<file path="src/rtl/pad_test_mux.sv">
module pad_test_mux #(
  parameter int N           = 16,
  parameter int SYNC_STAGES = 2
) (
  input  logic         clk,
  input  logic         rst_n,
  input  logic         tts_i,
  input  logic         tclk_i,
  input  logic         scan_active_i,
  input  logic [N-1:0] func_do_i,
  input  logic [N-1:0] func_oe_i,
  output logic [N-1:0] pad_do_o,
  output logic [N-1:0] pad_oe_o,
  output logic         scan_clk_o
);

  logic [SYNC_STAGES-1:0] sel_sync_q;
  logic                   forced_q;
  logic [N-1:0]           checker_do;

  always_ff @(posedge clk or negedge rst_n) begin
    if (!rst_n) begin
      sel_sync_q <= '0;
      forced_q   <= 1'b0;
    end else begin
      sel_sync_q <= {sel_sync_q[SYNC_STAGES-2:0], tts_i};
      if (!scan_active_i)
        forced_q <= sel_sync_q[SYNC_STAGES-1];
    end
  end

  for (genvar i = 0; i < N; i++) begin : g_pad
    localparam bit INVERT = (i % 2) == 1;
    assign checker_do[i] = tclk_i ^ INVERT;
  end

  assign pad_do_o   = forced_q ? checker_do : func_do_i;
  assign pad_oe_o   = forced_q ? {N{1'b1}}  : func_oe_i;
  assign scan_clk_o = tclk_i & ~forced_q;

endmodule

</file>
<file path="config.mk">
export PLATFORM = sky130hd
export DESIGN_NAME = pad_test_mux
export DESIGN_NICKNAME = d
export VERILOG_FILES = /design/src/rtl/pad_test_mux.sv
export SDC_FILE = /design/constraint.sdc
export NUM_CORES = 1
export LEC_CHECK = 0
export BUFFER_PORTS_ARGS = -buffer_cell sky130_fd_sc_hd__buf_2
export CORE_MARGIN = 1.5
export CORE_UTILIZATION = 26
export CTS_BUF_LIST = sky130_fd_sc_hd__clkbuf_16
export CTS_CLUSTER_SIZE = 24
export DETAILED_ROUTE_END_ITERATION = 12
export PLACE_DENSITY = 0.91
export SLEW_MARGIN = 25
export SYNTH_ARGS = -nofsm -noshare
export SYNTH_HDL_FRONTEND = slang
export SYNTH_SLANG_ARGS = --single-unit
</file>
<file path="constraint.sdc">
create_clock -name clk -period 1.2 [get_ports clk]
set_input_delay 0.06 -clock clk [delete_from_list [all_inputs] [get_ports clk]]
set_output_delay 0.06 -clock clk [all_outputs]
set_load 0.05 [all_outputs]
</file>
=== Yosys cells after proc, flatten, opt, wreduce, memory -nomap -nowiden ===
Index checks and enable logic that the tools add are counted.

* Bitwise gates (word level): 3
* Multiplexer cells: 2

{| class="wikitable"
|+ Operators by type and width
! kind !! number
|-
| $mux 16 || 2
|-
| $not 1->1 || 2
|-
| $and 1x1->1 || 1
|}

* Flip-flop bits (word level): 3
* Output and inout port bits: 33

=== Depth between registers and ports, before layout ===
Gate-level depths: netlist (run 1).

* Depth in word-level cells: 2
* Mapped depth: 2
* Mapped depth without buffers: 2

=== Worst setup path after synthesis (run 1) ===
OpenSTA, ideal clock, no wires.

* Path kind: register to output
* From: register forced_q
* To: output port pad_do_o[10]
* Path buffers: 1
* Required time: 1.140 ns
* Cell stages (with the launch flop): 3
* Arrival: 1.692 ns
* Slack: -0.552 ns
* Cells stage by stage: dfrtp_1 buf_2 o21ai_0

* Word-level cells in the longest chain between the ends: 1

{| class="wikitable"
|+ RTL lines
! element !! line !! source
|-
| start, declared || 18 || <nowiki>logic forced_q;</nowiki>
|-
| start signal, assigned || 28 || <nowiki>forced_q <= sel_sync_q[SYNC_STAGES-1];</nowiki>
|-
| $mux 16 || 37 || <nowiki>assign pad_do_o = forced_q ? checker_do : func_do_i;</nowiki>
|-
| end, declared || 12 || <nowiki>output logic [N-1:0] pad_do_o,</nowiki>
|}

No other way between the ends.

=== Worst setup path after layout (run 1) ===
* From: register forced_q
* To: output port pad_oe_o[12]

* Word-level cells in the longest chain between the ends: 1

{| class="wikitable"
|+ RTL lines
! element !! line !! source
|-
| $mux 16 || 38 || <nowiki>assign pad_oe_o = forced_q ? {N{1'b1}} : func_oe_i;</nowiki>
|-
| end, declared || 13 || <nowiki>output logic [N-1:0] pad_oe_o,</nowiki>
|}

No other way between the ends.

==> flow_summary.json, run 1 <==
{
  "status": "complete, but fails checks",
  "violations": "setup timing",
  "grt_first_pass_wirelength_um": 2010,
  "endpoint_kind": "output port",
  "maxCapViolCount": 0,
  "drt-total-wl_um": 2050,
  "fin_cells": 151,
  "synth-async-reset-ratio_pct": 100,
  "die_area_um2": 1610,
  "clock-skew-final_ps": 1.28,
  "cp-startpoint": "forced_q",
  "max-clock-path-buffers": 2,
  "avgSynthCellArea_um2": 6.17,
  "synth_common_cells": "16 x inv_1, 16 x o21ai_0, 14 x or2_1",
  "drt_first_pass_iters": 3,
  "synth_top_family_by_area": "simple AND/OR/NAND/NOR gates",
  "hold_violations": 0,
  "crit_type": "register to output port",
  "critPathLaunchType": "register",
  "relSlewSlack_pct": 89.6,
  "ys_ff_latch": 3,
  "r2r-start": "forced_q",
  "cts_tree": "done",
  "synth-compound-area-share_pct": 22.4,
  "grt_max_degree": 14,
  "dp_hpwl_um": 1140,
  "cts.sinks": 3,
  "numCtsBuffers": 3,
  "grt-ovfl-total": 0,
  "critical-path-max-stage-delay_ps": 440,
  "syn2layout_area_growth_pct": 223,
  "synthMuxAreaShare_pct": 3.15,
  "crit_chain": "buf_6 -> or2_1 -> buf_6",
  "fin_util_pct": 90.1,
  "design.core.area_um2": 1280,
  "yosys-top-cells-area": "or2_1 24%, o21ai_0 22%, dfrtp_1 21%",
  "vias": 678,
  "clk_pin_slew_ps": 30,
  "place.gp.congestion": 0.679,
  "wl_per_cell_um": 13.6,
  "synthFlopType": "dfrtp_1",
  "portBuffers": 69,
  "fin_hold_ws_ps": 97.2,
  "die_h_um": 40.1,
  "drive_gt1_share_pct": 72.8,
  "diodes": 0,
  "fin_ws_ps": -112,
  "yosys_warnings": 0,
  "crit_arrival_ps": 1250,
  "synth_area_um2": 358,
  "die_x_um": 40.1,
  "yosysTopAreaCellShare_pct": 24.5,
  "gr-usage-all-layers_pct": 18.9,
  "via_per_inst": 4.49,
  "placed_cells": 143,
  "io_pins": 70,
  "root_buffer": "clkbuf_16",
  "synth_seq_area_share_pct": 21.0,
  "drtIter0Drc": 3,
  "antenna_found_initial": 0,
  "setup_viol": 31,
  "p_leak_nw": 0.641,
  "start_util_pct": 27.8,
  "fin_crit_sh_pct": 109,
  "clock_latency_ps": 220,
  "synth_simple_gate_area_share_pct": 32.5,
  "hp-start": "scan_active_i",
  "path_max_fanout": 7,
  "final.min_clock_period_ps": 1310,
  "synth_edf_count": 0,
  "fmax_ghz": 0.762,
  "postRouteAntennaNets": 0,
  "synth_nets": 95,
  "synth_cells": 58,
  "hold_path_class": "input pin to register",
  "synth_area_leader_cell": "or2_1",
  "tightest_slew_ps": 155,
  "p_per_area_nw_per_um2": 1350,
  "vdd_drop_max_mv": 1.08,
  "synth-adder-area-share_pct": 0,
  "htreeDepth": 1,
  "drc": 0,
  "crit_slowest_cell": "dfrtp_2",
  "rsz0062_at_grt": "yes",
  "maxSlewViolCount": 0,
  "synth_cell_types": 10,
  "layout.nets": 174,
  "synth-xor-area-share_pct": 0,
  "num_rows": 13,
  "crit_required_ps": 1140,
  "grt_pass1_vias": 521,
  "cpMostUsedCell": "buf_6"
}
==> state kept, by name (all words and copies together) (netlist names) <==
| register | count |
|---|---|
| sel_sync_q | 2 |
| forced_q | 1 |
==> worst paths after layout <==
path / endpoint / slack, ps / depth (start not counted)
setup / recovery: pad_oe_o[12] / -110 / 3
hold / removal: forced_q / 100 / 2
setup reg to reg: forced_q / 200 / 2
hold reg to reg: sel_sync_q[1] / 350 / 0
max in group asynchronous: forced_q / 930 / 2
min in group asynchronous: sel_sync_q[1] / 150 / 2
==> power by group <==
| group | internal (mW) | total (mW) | switching (mW) |
|---|---|---|---|
| clock network | 0.429 | 0.519 | 0.0892 |
| registers | 0.109 | 0.118 | 0.00834 |
| logic | 0.352 | 0.927 | 0.575 |
| total | 0.891 | 1.56 | 0.673 |
==> cell usage in the layout (no fill, tap or decap), types with 2 or more instances in the layout <==
| cell type | synthesis | layout |
|---|---|---|
| buf_2 | 3 | 37 |
| buf_4 | 0 | 3 |
| buf_6 | 0 | 33 |
| buf_8 | 0 | 2 |
| clkbuf_16 | 0 | 3 |
| dfrtp_1 | 3 | 2 |
| dlygate4sd3_1 | 0 | 2 |
| inv_1 | 16 | 17 |
| o21ai_1 | 0 | 6 |
| o21ai_2 | 0 | 9 |
| or2_1 | 14 | 10 |
| or2_4 | 0 | 6 |
==> worst max-delay path, delay by kind of cell, from the launching register on <==
family        cells  cell delay, ps
buf+inv           2             320
flops             1             440
simple gates      1             260
==> logic make-up (layout without fill, tap and decap cells) <==
logic type	count (synthesis)	count (layout)
mux	1	1
buf+inv	19	97
compound gates	16	16
flops	3	3
simple gates	19	19
==> routing by layer <==
metal	global-route usage (%)	share of wire (%)
met5	0	0
met4	7.76	0.88
met3	5.56	3.4
met2	38.3	62
met1	16.8	33
==> area by class of cell <==
| class | instances | area [um2] |
|---|---|---|
| timing repair buffer | 77 | 629 |
| multi-input combinational | 36 | 294 |
| fill | 65 | 128 |
| sequential | 3 | 76.3 |
| clock buffer | 3 | 75.1 |
| inverter | 16 | 60.1 |
| tap | 15 | 18.8 |
| clock inverter | 1 | 3.75 |
==> per-stage QoR <==
step | setup WS, ps | TNS, ps | cell area [um2] | total power, mW
4_1_cts | -77.5 | -1910 | 991 | 1.43
2_1_floorplan | -182 | -2710 | 362 | 0.613
3_5_place_dp | 81.9 | 0 | 741 | 0.792
6_report | -112 | -1930 | 1160 | 1.56
3_3_place_gp | 103 | 0 | 741 | 0.782
5_1_grt | -136 | -2940 | 1160 | 1.62
==> what timing repair did <==
action                                  CTS  global route
resized for setup                        52            43
buffers inserted                          0             1
hold endpoints to repair                  4             0
pin swaps                                 1             2
hold buffers                              2             0
gates cloned                              0             1
endpoints found under the setup margin   33            33
Power figures use the tool's default switching activity.
==> run 2: changes to the inputs <==
--- a/config.mk
+++ b/config.mk
@@ -5,12 +5,13 @@
 export SDC_FILE = /design/constraint.sdc
 export NUM_CORES = 1
 export LEC_CHECK = 0
-export BUFFER_PORTS_ARGS = -buffer_cell sky130_fd_sc_hd__buf_2
+export BUFFER_PORTS_ARGS = -buffer_cell sky130_fd_sc_hd__clkbuf_2
 export CORE_MARGIN = 1.5
 export CORE_UTILIZATION = 26
 export CTS_BUF_LIST = sky130_fd_sc_hd__clkbuf_16
 export CTS_CLUSTER_SIZE = 24
 export DETAILED_ROUTE_END_ITERATION = 12
+export GPL_ROUTABILITY_DRIVEN = 0
 export PLACE_DENSITY = 0.91
 export SLEW_MARGIN = 25
 export SYNTH_ARGS = -nofsm -noshare
==> run 2 against run 1 <==
Compared with the run above:
- the run still ends with setup timing left
- worst hold slack got worse by 3.0 ps
- via count rose by 2.1%
- utilization rose by 2.9 points
- final area rose by 3.2%
- cell count rose by 0.66%
- total power rose by 2.8%
- setup slack got worse by 93 ps
- non-clock buffer count rose by 1
- count of clock-buffer cells in the layout did not move
- largest cell class unchanged
==> flow_summary.json, run 2 (synthesis gave the netlist of run 1 again) <==
{
  "regMostFlops": "sel_sync_q",
  "numCtsBuffers": 3,
  "grt_max_degree": 11,
  "final.min_clock_period_ps": 1410,
  "tightest_slew_ps": 230,
  "hold_depth": 2,
  "fin_cells": 152,
  "p_sw_share_pct": 42.4,
  "fillerInstances": 47,
  "diodes": 0,
  "final_common_cell": "clkbuf_2",
  "grt_first_pass_wirelength_um": 2270,
  "clock_latency_ps": 220,
  "syn2layout_area_growth_pct": 234,
  "grt_pass1_vias": 581,
  "drive_gt1_share_pct": 71.5,
  "maxSlewViolCount": 0,
  "drc": 0,
  "intPower_uw": 926,
  "crit_required_ps": 1140,
  "crit_type": "register to output port",
  "p_comb_share_pct": 60.0,
  "relSlewSlack_pct": 84.6,
  "die_h_um": 40.1,
  "multi_input_area_um2": 265,
  "die_area_um2": 1610,
  "r2r-start": "forced_q",
  "placed_cell_area_um2": 741,
  "min_to": "forced_q",
  "portBuffers": 69,
  "sequentialPowerShare_pct": 7.5,
  "p_per_area_nw_per_um2": 1350,
  "hold_path_class": "input pin to register",
  "hold_violations": 0,
  "largest_registers": "sel_sync_q x2, forced_q x1",
  "gr-usage-all-layers_pct": 22.0,
  "fmax_ghz": 0.712,
  "critPathLaunchType": "register",
  "rrSetupSlack_ps": 190,
  "regArea_um2": 76.3,
  "setup_viol": 33,
  "largest_reg_flops": 2,
  "clock-skew-final_ps": 1.73,
  "cts_tree": "done",
  "vdd_drop_max_mv": 0.963,
  "final_cell_mix": "36 x clkbuf_2, 19 x buf_6, 17 x inv_1",
  "fin_hold_ws_ps": 94.2,
  "start_util_pct": 27.8,
  "design.core.area_um2": 1280,
  "endpoint_kind": "output port",
  "drtIter0Drc": 9,
  "clk_pin_slew_ps": 30,
  "max-clock-path-buffers": 2,
  "die_x_um": 40.1,
  "pwr-share-clk_pct": 32.5,
  "root_buffer": "clkbuf_16",
  "grt-ovfl-total": 0,
  "p_leak_nw": 0.677,
  "setup_tns_ps": -2750,
  "status": "complete, but fails checks",
  "fin_crit_sh_pct": 117,
  "violations": "setup timing",
  "vias": 692,
  "htreeDepth": 1,
  "p_total_mw": 1.61,
  "layout.nets": 175,
  "hp-start": "scan_active_i",
  "path_max_fanout": 7,
  "antenna_found_initial": 0,
  "drt-total-wl_um": 2480,
  "maxCapViolCount": 0,
  "wl_per_cell_um": 16.3,
  "cts.sinks": 3,
  "rsz0062_at_grt": "yes",
  "fin_ws_ps": -205,
  "io_pins": 70,
  "drt_first_pass_iters": 4,
  "r2r-end": "forced_q",
  "crit_arrival_ps": 1350,
  "p_sw_uw": 682,
  "placed_cells": 143,
  "ff2ff_path_depth": 2,
  "num_rows": 13,
  "dp_hpwl_um": 1130,
  "via_per_inst": 4.55,
  "postRouteAntennaNets": 0,
  "design_area_um2": 1190
}
-- run 2: changes by cell type in the layout (fill, tap and decap cells not counted), moves of 5 or more --
cell	change
clkbuf_2	+36
buf_6	-14
or2_1	-5
o21ai_1	+6
buf_8	+14
buf_2	-36
o21ai_2	-5
or2_4	+5
-- run 2: repair_timing --
action | CTS | global route
hold endpoints to repair | 4 | 0
cloned | 1 | 1
buffers inserted | 0 | 1
pin swaps | 1 | 15
resized for setup | 53 | 70
hold buffers | 2 | 0
setup endpoints to repair | 33 | 33
-- run 2: cell type report --
cell class / count / area share, %
clock inverter: 1 / 0.314
timing repair buffer: 78 / 58.2
tap: 15 / 1.57
sequential: 3 / 6.39
clock buffer: 3 / 6.28
inverter: 16 / 5.03
multi-input combinational: 36 / 22.2
-- run 2: power by group through the flow --
stage / combinational [mW] / clock [mW] / sequential [mW]
3_3_place_gp: 0.667 / 0 / 0.116
6_report: 0.965 / 0.522 / 0.120
3_5_place_dp: 0.675 / 0 / 0.117
4_1_cts: 0.794 / 0.527 / 0.118
5_1_grt: 0.998 / 0.543 / 0.121
2_1_floorplan: 0.498 / 0 / 0.115
-- run 2: critical path, cell delays in order, from the launching register on --
cell	delay, ps
dfrtp_2	460
buf_2	200
nor2b_1	220
clkbuf_8	240
-- run 2: worst max-delay path by stage --
| stage | cells after the start | to | startpoint | slack (ps) |
|---|---|---|---|---|
| after floorplan | 2 | pad_do_o[10] | forced_q | -180 |
| final | 3 | scan_clk_o | forced_q | -210 |
| after global routing | 3 | scan_clk_o | forced_q | -220 |
| after detailed placement | 3 | pad_oe_o[14] | forced_q | 40 |
| after global placement | 3 | pad_oe_o[14] | forced_q | 70 |
| after CTS | 3 | pad_oe_o[9] | forced_q | -100 |
-- run 2: metal layers --
layer / up-vias / global-route usage (%) / wire [um]
li1: 331 / - / -
met1: 324 / 16.7 / 885
met2: 33 / 50.8 / 1430
met3: 4 / 3.33 / 126
met4: 0 / 7.76 / 40
met5: - / 0 / 0
-- run 2: per-stage QoR --
stage / setup WS, ps / utilization [%]
final: -205 / 93.0
after CTS: -98.7 / 81.1
after global placement: 74.0 / 57.6
after global routing: -217 / 93.0
after floorplan: -182 / -
after detailed placement: 41.3 / 57.6
